**config.mk**
```make
export PLATFORM = sky130hd
export DESIGN_NAME = flash_op_engine
export DESIGN_NICKNAME = d
export VERILOG_FILES = /design/src/rtl/flash_cmd_pkg.sv /design/src/rtl/flash_op_engine.sv
export SDC_FILE = /design/constraint.sdc
export NUM_CORES = 1
export LEC_CHECK = 0
export BUFFER_PORTS_ARGS = -buffer_cell sky130_fd_sc_hd__buf_2
export CAP_MARGIN = 25
export CORE_AREA = 2 2 83 85
export CTS_CLUSTER_SIZE = 8
export DETAILED_ROUTE_END_ITERATION = 10
export DIE_AREA = 0 0 85 87
export PLACE_DENSITY_LB_ADDON = 0.12
export RECOVER_POWER = 100
export SYNTH_ARGS = -nofsm -noshare
export SYNTH_HDL_FRONTEND = slang
export SYNTH_SLANG_ARGS = --single-unit
```
**constraint.sdc**
```tcl
create_clock -name clk -period 4.4 [get_ports clk]
set_clock_uncertainty 0.05 [all_clocks]
set_input_delay 0.44 -clock clk [delete_from_list [all_inputs] [get_ports clk]]
set_output_delay 0.44 -clock clk [all_outputs]
set_load 0.02 [all_outputs]
```
**src/rtl/flash_cmd_pkg.sv**
```systemverilog
package flash_cmd_pkg;

  localparam int CMP_W = 15;

  localparam logic [CMP_W-1:0] UNLOCK_ADDR_A = 15'h5555;
  localparam logic [CMP_W-1:0] UNLOCK_ADDR_B = 15'h2AAA;

  localparam logic [7:0] KEY_FIRST   = 8'hAA;
  localparam logic [7:0] KEY_SECOND  = 8'h55;
  localparam logic [7:0] OP_PROGRAM  = 8'hA0;
  localparam logic [7:0] OP_ERASE_SU = 8'h80;
  localparam logic [7:0] OP_CHIP_ERS = 8'h10;

  typedef enum logic [2:0] {
    DS_IDLE,
    DS_KEY1,
    DS_KEY2,
    DS_PROG,
    DS_ESU,
    DS_EKEY1,
    DS_EKEY2
  } dec_state_t;

  typedef enum logic [2:0] {
    PH_IDLE,
    PH_RDOLD,
    PH_WRNEW,
    PH_SWEEP,
    PH_HOLD
  } eng_phase_t;

endpackage

```
**src/rtl/flash_op_engine.sv**
```systemverilog
module flash_op_engine
  import flash_cmd_pkg::*;
#(
  parameter int DATA_W     = 8,
  parameter int ARR_AW     = 8,
  parameter int PROG_BUSY  = 4,
  parameter int ERASE_BUSY = 300
) (
  input  logic              clk,
  input  logic              rst,
  input  logic              prog_go_i,
  input  logic              erase_go_i,
  input  logic [ARR_AW-1:0] go_addr_i,
  input  logic [DATA_W-1:0] go_data_i,
  input  logic [DATA_W-1:0] mem_rdata_i,
  output logic              busy_o,
  output logic              mem_re_o,
  output logic [ARR_AW-1:0] mem_raddr_o,
  output logic              mem_we_o,
  output logic [ARR_AW-1:0] mem_waddr_o,
  output logic [DATA_W-1:0] mem_wdata_o
);

  localparam int DEPTH     = 1 << ARR_AW;
  localparam int PROG_LEN  = (PROG_BUSY < 3) ? 3 : PROG_BUSY;
  localparam int ERASE_LEN = (ERASE_BUSY < DEPTH) ? DEPTH : ERASE_BUSY;
  localparam int CNT_W     = $clog2(ERASE_LEN + 1);

  eng_phase_t        phase_q;
  logic              busy_q;
  logic [CNT_W-1:0]  cnt_q;
  logic [ARR_AW-1:0] addr_q;
  logic [DATA_W-1:0] data_q;
  logic [ARR_AW-1:0] sweep_q;

  always_ff @(posedge clk) begin
    if (rst) begin
      phase_q <= PH_IDLE;
      busy_q  <= 1'b0;
      cnt_q   <= '0;
      addr_q  <= '0;
      data_q  <= '0;
      sweep_q <= '0;
    end else if (!busy_q) begin
      if (prog_go_i) begin
        busy_q  <= 1'b1;
        cnt_q   <= CNT_W'(PROG_LEN - 1);
        phase_q <= PH_RDOLD;
        addr_q  <= go_addr_i;
        data_q  <= go_data_i;
      end else if (erase_go_i) begin
        busy_q  <= 1'b1;
        cnt_q   <= CNT_W'(ERASE_LEN - 1);
        phase_q <= PH_SWEEP;
        sweep_q <= '0;
      end
    end else begin
      if (cnt_q == '0) begin
        busy_q  <= 1'b0;
        phase_q <= PH_IDLE;
      end else begin
        cnt_q <= cnt_q - 1'b1;
        unique case (phase_q)
          PH_RDOLD: phase_q <= PH_WRNEW;
          PH_WRNEW: phase_q <= PH_HOLD;
          PH_SWEEP: begin
            sweep_q <= sweep_q + 1'b1;
            if (sweep_q == {ARR_AW{1'b1}}) phase_q <= PH_HOLD;
          end
          default: phase_q <= phase_q;
        endcase
      end
    end
  end

  always_comb begin
    mem_re_o    = (phase_q == PH_RDOLD);
    mem_raddr_o = addr_q;
    mem_we_o    = 1'b0;
    mem_waddr_o = addr_q;
    mem_wdata_o = mem_rdata_i & data_q;
    if (phase_q == PH_WRNEW) begin
      mem_we_o = 1'b1;
    end else if (phase_q == PH_SWEEP) begin
      mem_we_o    = 1'b1;
      mem_waddr_o = sweep_q;
      mem_wdata_o = {DATA_W{1'b1}};
    end
  end

  assign busy_o = busy_q;

  // busy only starts from an accepted command
  a_r7_busy_cause: assert property (@(posedge clk) disable iff (rst)
    $rose(busy_q) |-> $past(prog_go_i || erase_go_i));

  // the decoder never fires while an operation runs
  a_r8_no_go_busy: assert property (@(posedge clk) disable iff (rst)
    (prog_go_i || erase_go_i) |-> !busy_q);

  // a program write never sets a bit the command data had clear
  a_r2_only_clears: assert property (@(posedge clk) disable iff (rst)
    (mem_we_o && phase_q == PH_WRNEW) |-> ((mem_wdata_o & ~data_q) == '0));

  // the erase sweep writes all ones
  a_r4_sweep_ones: assert property (@(posedge clk) disable iff (rst)
    (mem_we_o && phase_q == PH_SWEEP) |-> (&mem_wdata_o));

endmodule

```
==> impl_metrics.py, run 1 <==
metrics = {
    "yosys": {
        "yosys_register_bits": 37,
        "syn_inst": 234,
        "syn_area_mm2": 0.00188,
        "yosysTopAreaCell": "dfxtp_1",
        "yosysUniqueCellTypes": 45,
        "synth_flop_cell": "dfxtp_1",
        "synth.area.top_cells": "dfxtp_1, nand2_1, a21oi_1",
        "yosysWarnings": 0,
        "synth_nets": 264,
        "synth_top_area_share_pct": 39.4,
        "synth-edff-count": 0,
        "async_flop_share_pct": 0,
        "avgSynthCellArea_um2": 8.03,
        "yosysSeqAreaShare_pct": 39.4,
    },
    "cells_and_area": {
        "final_common_cell": "nand2_1",
        "diodes": 0,
        "fillers": 747,
        "final_nets": 317,
        "fin_area_mm2": 0.00225,
        "synthToLayoutAreaGrowth_pct": 19.9,
        "final_cell_mix": "nand2_1, dfxtp_1, clkbuf_1, buf_2, a21oi_1",
        "stdcell_count": 367,
        "multi_input_area_mm2": 0.00106,
        "post-route-util_pct": 34.3,
        "drive_above_1_share_pct": 16.0,
        "seqCellArea_um2": 741,
    },
    "floorplan": {
        "row_count": 30,
        "core_mm2": 0.00657,
        "die_h_um": 87,
        "io_pins": 55,
        "die_area_mm2": 0.00740,
        "start_util_pct": 28.6,
        "die_width_um": 85,
    },
    "power_and_ir_drop": {
        "seqPwrFrac_pct": 46.7,
        "finalPower_mw": 0.824,
        "switching_share_pct": 32.5,
        "ir_drop_uv": 125,
        "p_leak_nw": 0.874,
        "switchingPower_mw": 0.268,
        "comb_power_share_pct": 24.7,
        "intPower_mw": 0.556,
        "pwr-share-clk_pct": 28.6,
        "powerDensity_mw_per_mm2": 366,
    },
    "placed_design": {
        "place_congestion": 0.728,
        "place_ws_ps": 2150,
        "portBuffers": 54,
        "dp_cells": 360,
        "dp_hpwl_mm": 3.51,
        "placed_area_mm2": 0.00222,
    },
    "sta": {
        "hold_viol": 0,
        "tightest_slew_ps": 880,
        "post-route-min-period_ps": 2510,
        "report.final.setup_viol": 0,
        "fmax_mhz": 398,
        "holdWs_ps": 340,
        "fin_crit_sh_pct": 57.0,
        "finalMaxSlewViolations": 0,
        "rsz0062_at_grt": "no",
        "fin_tns_setup_ps": 0,
        "setup_slack_ps": 1890,
        "max_slew_margin_pct": 40.7,
    },
    "critical_path": {
        "required_ps": 3910,
        "critPathMaxFanout": 18,
        "cp_slowest_cell": "nand3b_1",
        "max_stage_delay_ps": 620,
        "criticalPathCategory": "register to primary output",
        "r2r_cells": 6,
        "worstPathCellList": "nand3b_1 > mux2_2 > clkbuf_1",
        "critPathCaptureType": "primary output",
        "cp-start-kind": "register",
        "cp.arrival_ps": 2020,
    },
    "clock_tree": {
        "cts_tree": "built",
        "clock_latency_ps": 280,
        "numCtsBuffers": 5,
        "htreeDepth": 2,
        "cts_root_buf": "clkbuf_8",
        "cts_hold_buf": 0,
        "cts_sinks": 37,
        "clk_pin_slew_ps": 70,
        "post_cts_resized": 0,
        "cts_buffer_depth": 2,
        "post_cts.repair.setup_buffers": 0,
    },
    "worst_hold_path": {
        "holdPathStages": 3,
        "hp-class": "input pin to register",
    },
    "drt": {
        "postRouteAntennaNets": 0,
        "wl_mm": 5.07,
        "vias_per_cell": 5.10,
        "first_pass_iters": 4,
        "drt-initial-drc-count": 49,
        "wl_per_cell_um": 13.8,
        "drc": 0,
        "num_vias": 1872,
    },
    "outcome": {
        "run_status": "finished, final reports clean",
    },
    "global_route": {
        "antenna_found_initial": 0,
        "grt_max_degree": 38,
        "grt_pass1_vias": 1659,
        "grt-ovfl-total": 0,
        "grt_pass1_wl_mm": 8.14,
        "grtUsageTotal_pct": 13.9,
    },
    "run": {
        "drv_cap": 0,
    },
}
## final cells by class
type                       count  area share, %
timing repair buffer          55           10.8
multi-input combinational    182           47.0
clock buffer                   7           3.83
sequential                    37           32.9
inverter                       6          0.999
tap                           80           4.44
## worst max-delay path, delay by kind of cell, from the launching register on
family	cells	cell delay, ps
buffers and inverters	1	170
and+or+nand+nor	1	620
DFF	1	430
muxes	1	510
## metal layers
metal  vias to the layer above  share of wire [%]  track usage, %
li1                        952                  -               -
met1                       878                 47            17.9
met2                        36                 47            22.9
met3                         6                4.6            3.98
met4                         0                1.3            3.90
met5                         -                  0               0
## power groups by stage
stage / registers, mW / clock network, mW / logic [mW]
after floorplan: 0.392 / 0 / 0.148
after global placement: 0.393 / 0 / 0.217
after detailed placement: 0.393 / 0 / 0.216
after CTS: 0.385 / 0.248 / 0.216
after global routing: 0.389 / 0.262 / 0.224
final: 0.385 / 0.236 / 0.203
## state kept, by name (all words and copies together), names as in the netlist
signal,flops
data_q,8
busy_o,1
mem_raddr_o,8
cnt_q,9
phase_q,3
sweep_q,8
## synth_stat cells (all sizes together) (5+ instances only)
| cell type | n |
|---|---|
| o21ai | 6 |
| nand2 | 61 |
| nand3 | 9 |
| nor2 | 6 |
| nor3 | 10 |
| a21oi | 25 |
| a211oi | 5 |
| or3 | 6 |
| dfxtp | 37 |
| clkbuf | 7 |
| mux2 | 8 |
| inv | 6 |
## logic make-up after synthesis
group                      Yosys count  synth area share (%)
adders and majority gates            2                  1.33
xor gates and xnor gates             2                 0.932
DFF                                 37                  39.4
and+or+nand+nor                    109                  28.4
muxes                               12                  6.92
buffers and inverters               15                  3.06
AOI/OAI and AO/OA                   57                  19.9
## path summary, 6_finish.rpt
check	from	endpoint	slack, ps
setup / recovery	phase_q[1]$_SDFFE_PP0P_	mem_waddr_o[7]	1890
hold / removal	go_data_i[3]	data_q[3]$_SDFFE_PP0P_	340
setup reg to reg	cnt_q[0]$_SDFFE_PP0P_	phase_q[1]$_SDFFE_PP0P_	1930
hold reg to reg	data_q[5]$_SDFFE_PP0P_	data_q[5]$_SDFFE_PP0P_	400
No activity file was read; power rests on OpenSTA's default activity.
==> run 2: changes to the inputs <==
==> constraint.sdc (replaced) <==
create_clock -name clk -period 2.55 [get_ports clk]
set_clock_uncertainty 0.05 [all_clocks]
set_input_delay 0.255 -clock clk [delete_from_list [all_inputs] [get_ports clk]]
set_output_delay 0.255 -clock clk [all_outputs]
set_load 0.02 [all_outputs]
==> run 2 against run 1 <==
Net effect: die area unchanged; largest power group unchanged; wire length rose by 0.91%; register-to-register slack got worse by 1500 ps; utilization rose by 0.51 points; critical path type unchanged; global-route usage is 0.11 points higher; highest routed layer unchanged.
==> impl_metrics.py, run 2 (synthesis gave the netlist of run 1 again) <==
metrics = {
    "clock_tree": {
        "cts_root_buf": "clkbuf_8",
        "cts_hold_buf": 0,
        "htreeDepth": 2,
        "clk_pin_slew_ps": 80,
        "cts_buffer_depth": 2,
        "post_cts_resized": 0,
        "clock_latency_ps": 300,
        "cts_tree": "built",
        "post_cts.repair.setup_buffers": 0,
        "cts_sinks": 37,
        "numCtsBuffers": 5,
    },
    "run": {
        "drv_cap": 0,
    },
    "power_and_ir_drop": {
        "ir_drop_uv": 220,
        "p_leak_nw": 0.901,
        "powerDensity_mw_per_mm2": 634,
        "finalPower_mw": 1.45,
    },
    "cells_and_area": {
        "final_cell_mix": "nand2_1, dfxtp_1, buf_2, clkbuf_1, a21oi_1",
        "final_nets": 321,
        "diodes": 0,
        "final_common_cell": "nand2_1",
        "synthToLayoutAreaGrowth_pct": 21.7,
        "fillers": 732,
        "stdcell_count": 372,
        "drive_above_1_share_pct": 17.8,
        "multi_input_area_mm2": 0.00107,
        "top_register": "cnt_q",
        "seqCellArea_um2": 741,
        "largest_reg_flops": 9,
    },
    "floorplan": {
        "die_width_um": 85,
        "start_util_pct": 28.6,
        "io_pins": 55,
        "core_mm2": 0.00657,
        "die_area_mm2": 0.00740,
        "die_h_um": 87,
        "row_count": 30,
    },
    "sta": {
        "tightest_slew_ps": 761,
        "rsz0062_at_grt": "no",
        "fmax_mhz": 461,
        "fin_crit_sh_pct": 85.1,
        "fin_tns_setup_ps": 0,
        "finalMaxSlewViolations": 0,
        "holdWs_ps": 136,
        "hold_viol": 0,
        "report.final.setup_viol": 0,
        "max_slew_margin_pct": 48.7,
        "post-route-min-period_ps": 2170,
    },
    "global_route": {
        "grt_pass1_vias": 1761,
        "grtUsageTotal_pct": 14.0,
        "grt-ovfl-total": 0,
        "antenna_found_initial": 0,
        "grt_pass1_wl_mm": 8.44,
        "grt_max_degree": 38,
    },
    "drt": {
        "postRouteAntennaNets": 0,
        "first_pass_iters": 4,
        "drt-initial-drc-count": 68,
        "wl_mm": 5.12,
        "wl_per_cell_um": 13.8,
        "vias_per_cell": 4.93,
        "num_vias": 1835,
        "drc": 0,
    },
    "placed_design": {
        "dp_cells": 364,
        "portBuffers": 54,
        "dp_hpwl_mm": 3.65,
        "place_congestion": 0.829,
    },
    "critical_path": {
        "cp.arrival_ps": 1870,
        "cp_slowest_cell": "mux2_1",
        "critPathCaptureType": "primary output",
        "criticalPathCategory": "register to primary output",
        "cp-start-kind": "register",
        "max_stage_delay_ps": 500,
        "critPathMaxFanout": 12,
        "required_ps": 2250,
        "worstPathCellList": "nand3b_1 > mux2_1 > buf_2",
    },
    "outcome": {
        "run_status": "finished, final reports clean",
    },
    "worst_hold_path": {
        "hp-class": "input pin to register",
    },
}
run 2: cell types whose count changed in the layout (fill, tap and decap cells not counted), sizes merged:
cell	before	now
buf	28	32
clkinv	0	3
clkbuf	34	32
run 2: path summary, 6_finish.rpt:
kind                            slack, ps                    start                       to  cells past startpoint
worst max-delay path                  380  phase_q[1]$_SDFFE_PP0P_           mem_waddr_o[1]                      3
worst max register to register        400    cnt_q[0]$_SDFFE_PP0P_  sweep_q[7]$_SDFFE_PP0P_                      6
worst min-delay path                  140             go_data_i[7]   data_q[7]$_SDFFE_PP0P_                      3
worst min register to register        410   data_q[5]$_SDFFE_PP0P_   data_q[5]$_SDFFE_PP0P_                      2
run 2: power breakdown:
group | internal (mW) | switching, mW | leakage, nW
registers | 0.617 | 0.0476 | 0.303
logic | 0.134 | 0.223 | 0.551
clock network | 0.194 | 0.234 | 0.0481
total | 0.944 | 0.505 | 0.901
run 2: critical path: cells and delay by family, from the launching register on:
family	cells	cell delay [ps]
simple gates	1	450
mux	1	500
flops	1	450
buf+inv	1	170
run 2: metal layers:
layer / vias up / global-route usage (%) / share of wire (%)
met5: - / 0 / 0
met4: 0 / 3.46 / 0.74
met3: 5 / 3.60 / 4.1
met2: 34 / 24.5 / 49
met1: 840 / 17.3 / 46
li1: 956 / - / -
run 2: area by class of cell:
class	instances	share of cell area [%]
inverter	6	0.985
clock inverter	3	0.985
multi-input combinational	182	46.6
sequential	37	32.4
timing repair buffer	59	11.7
clock buffer	5	3.01
tap	80	4.38
run 2: stage by stage:
| stage | util, % | instance area (um2) | worst slack, ps |
|---|---|---|---|
| final | 34.8 | 2290 | 379 |
| after global routing | 34.8 | 2290 | 193 |
| after CTS | 35.7 | 2340 | 419 |
| after detailed placement | 34.3 | 2250 | 442 |
| after global placement | 34.3 | 2250 | 412 |
| after floorplan | - | 1880 | 721 |
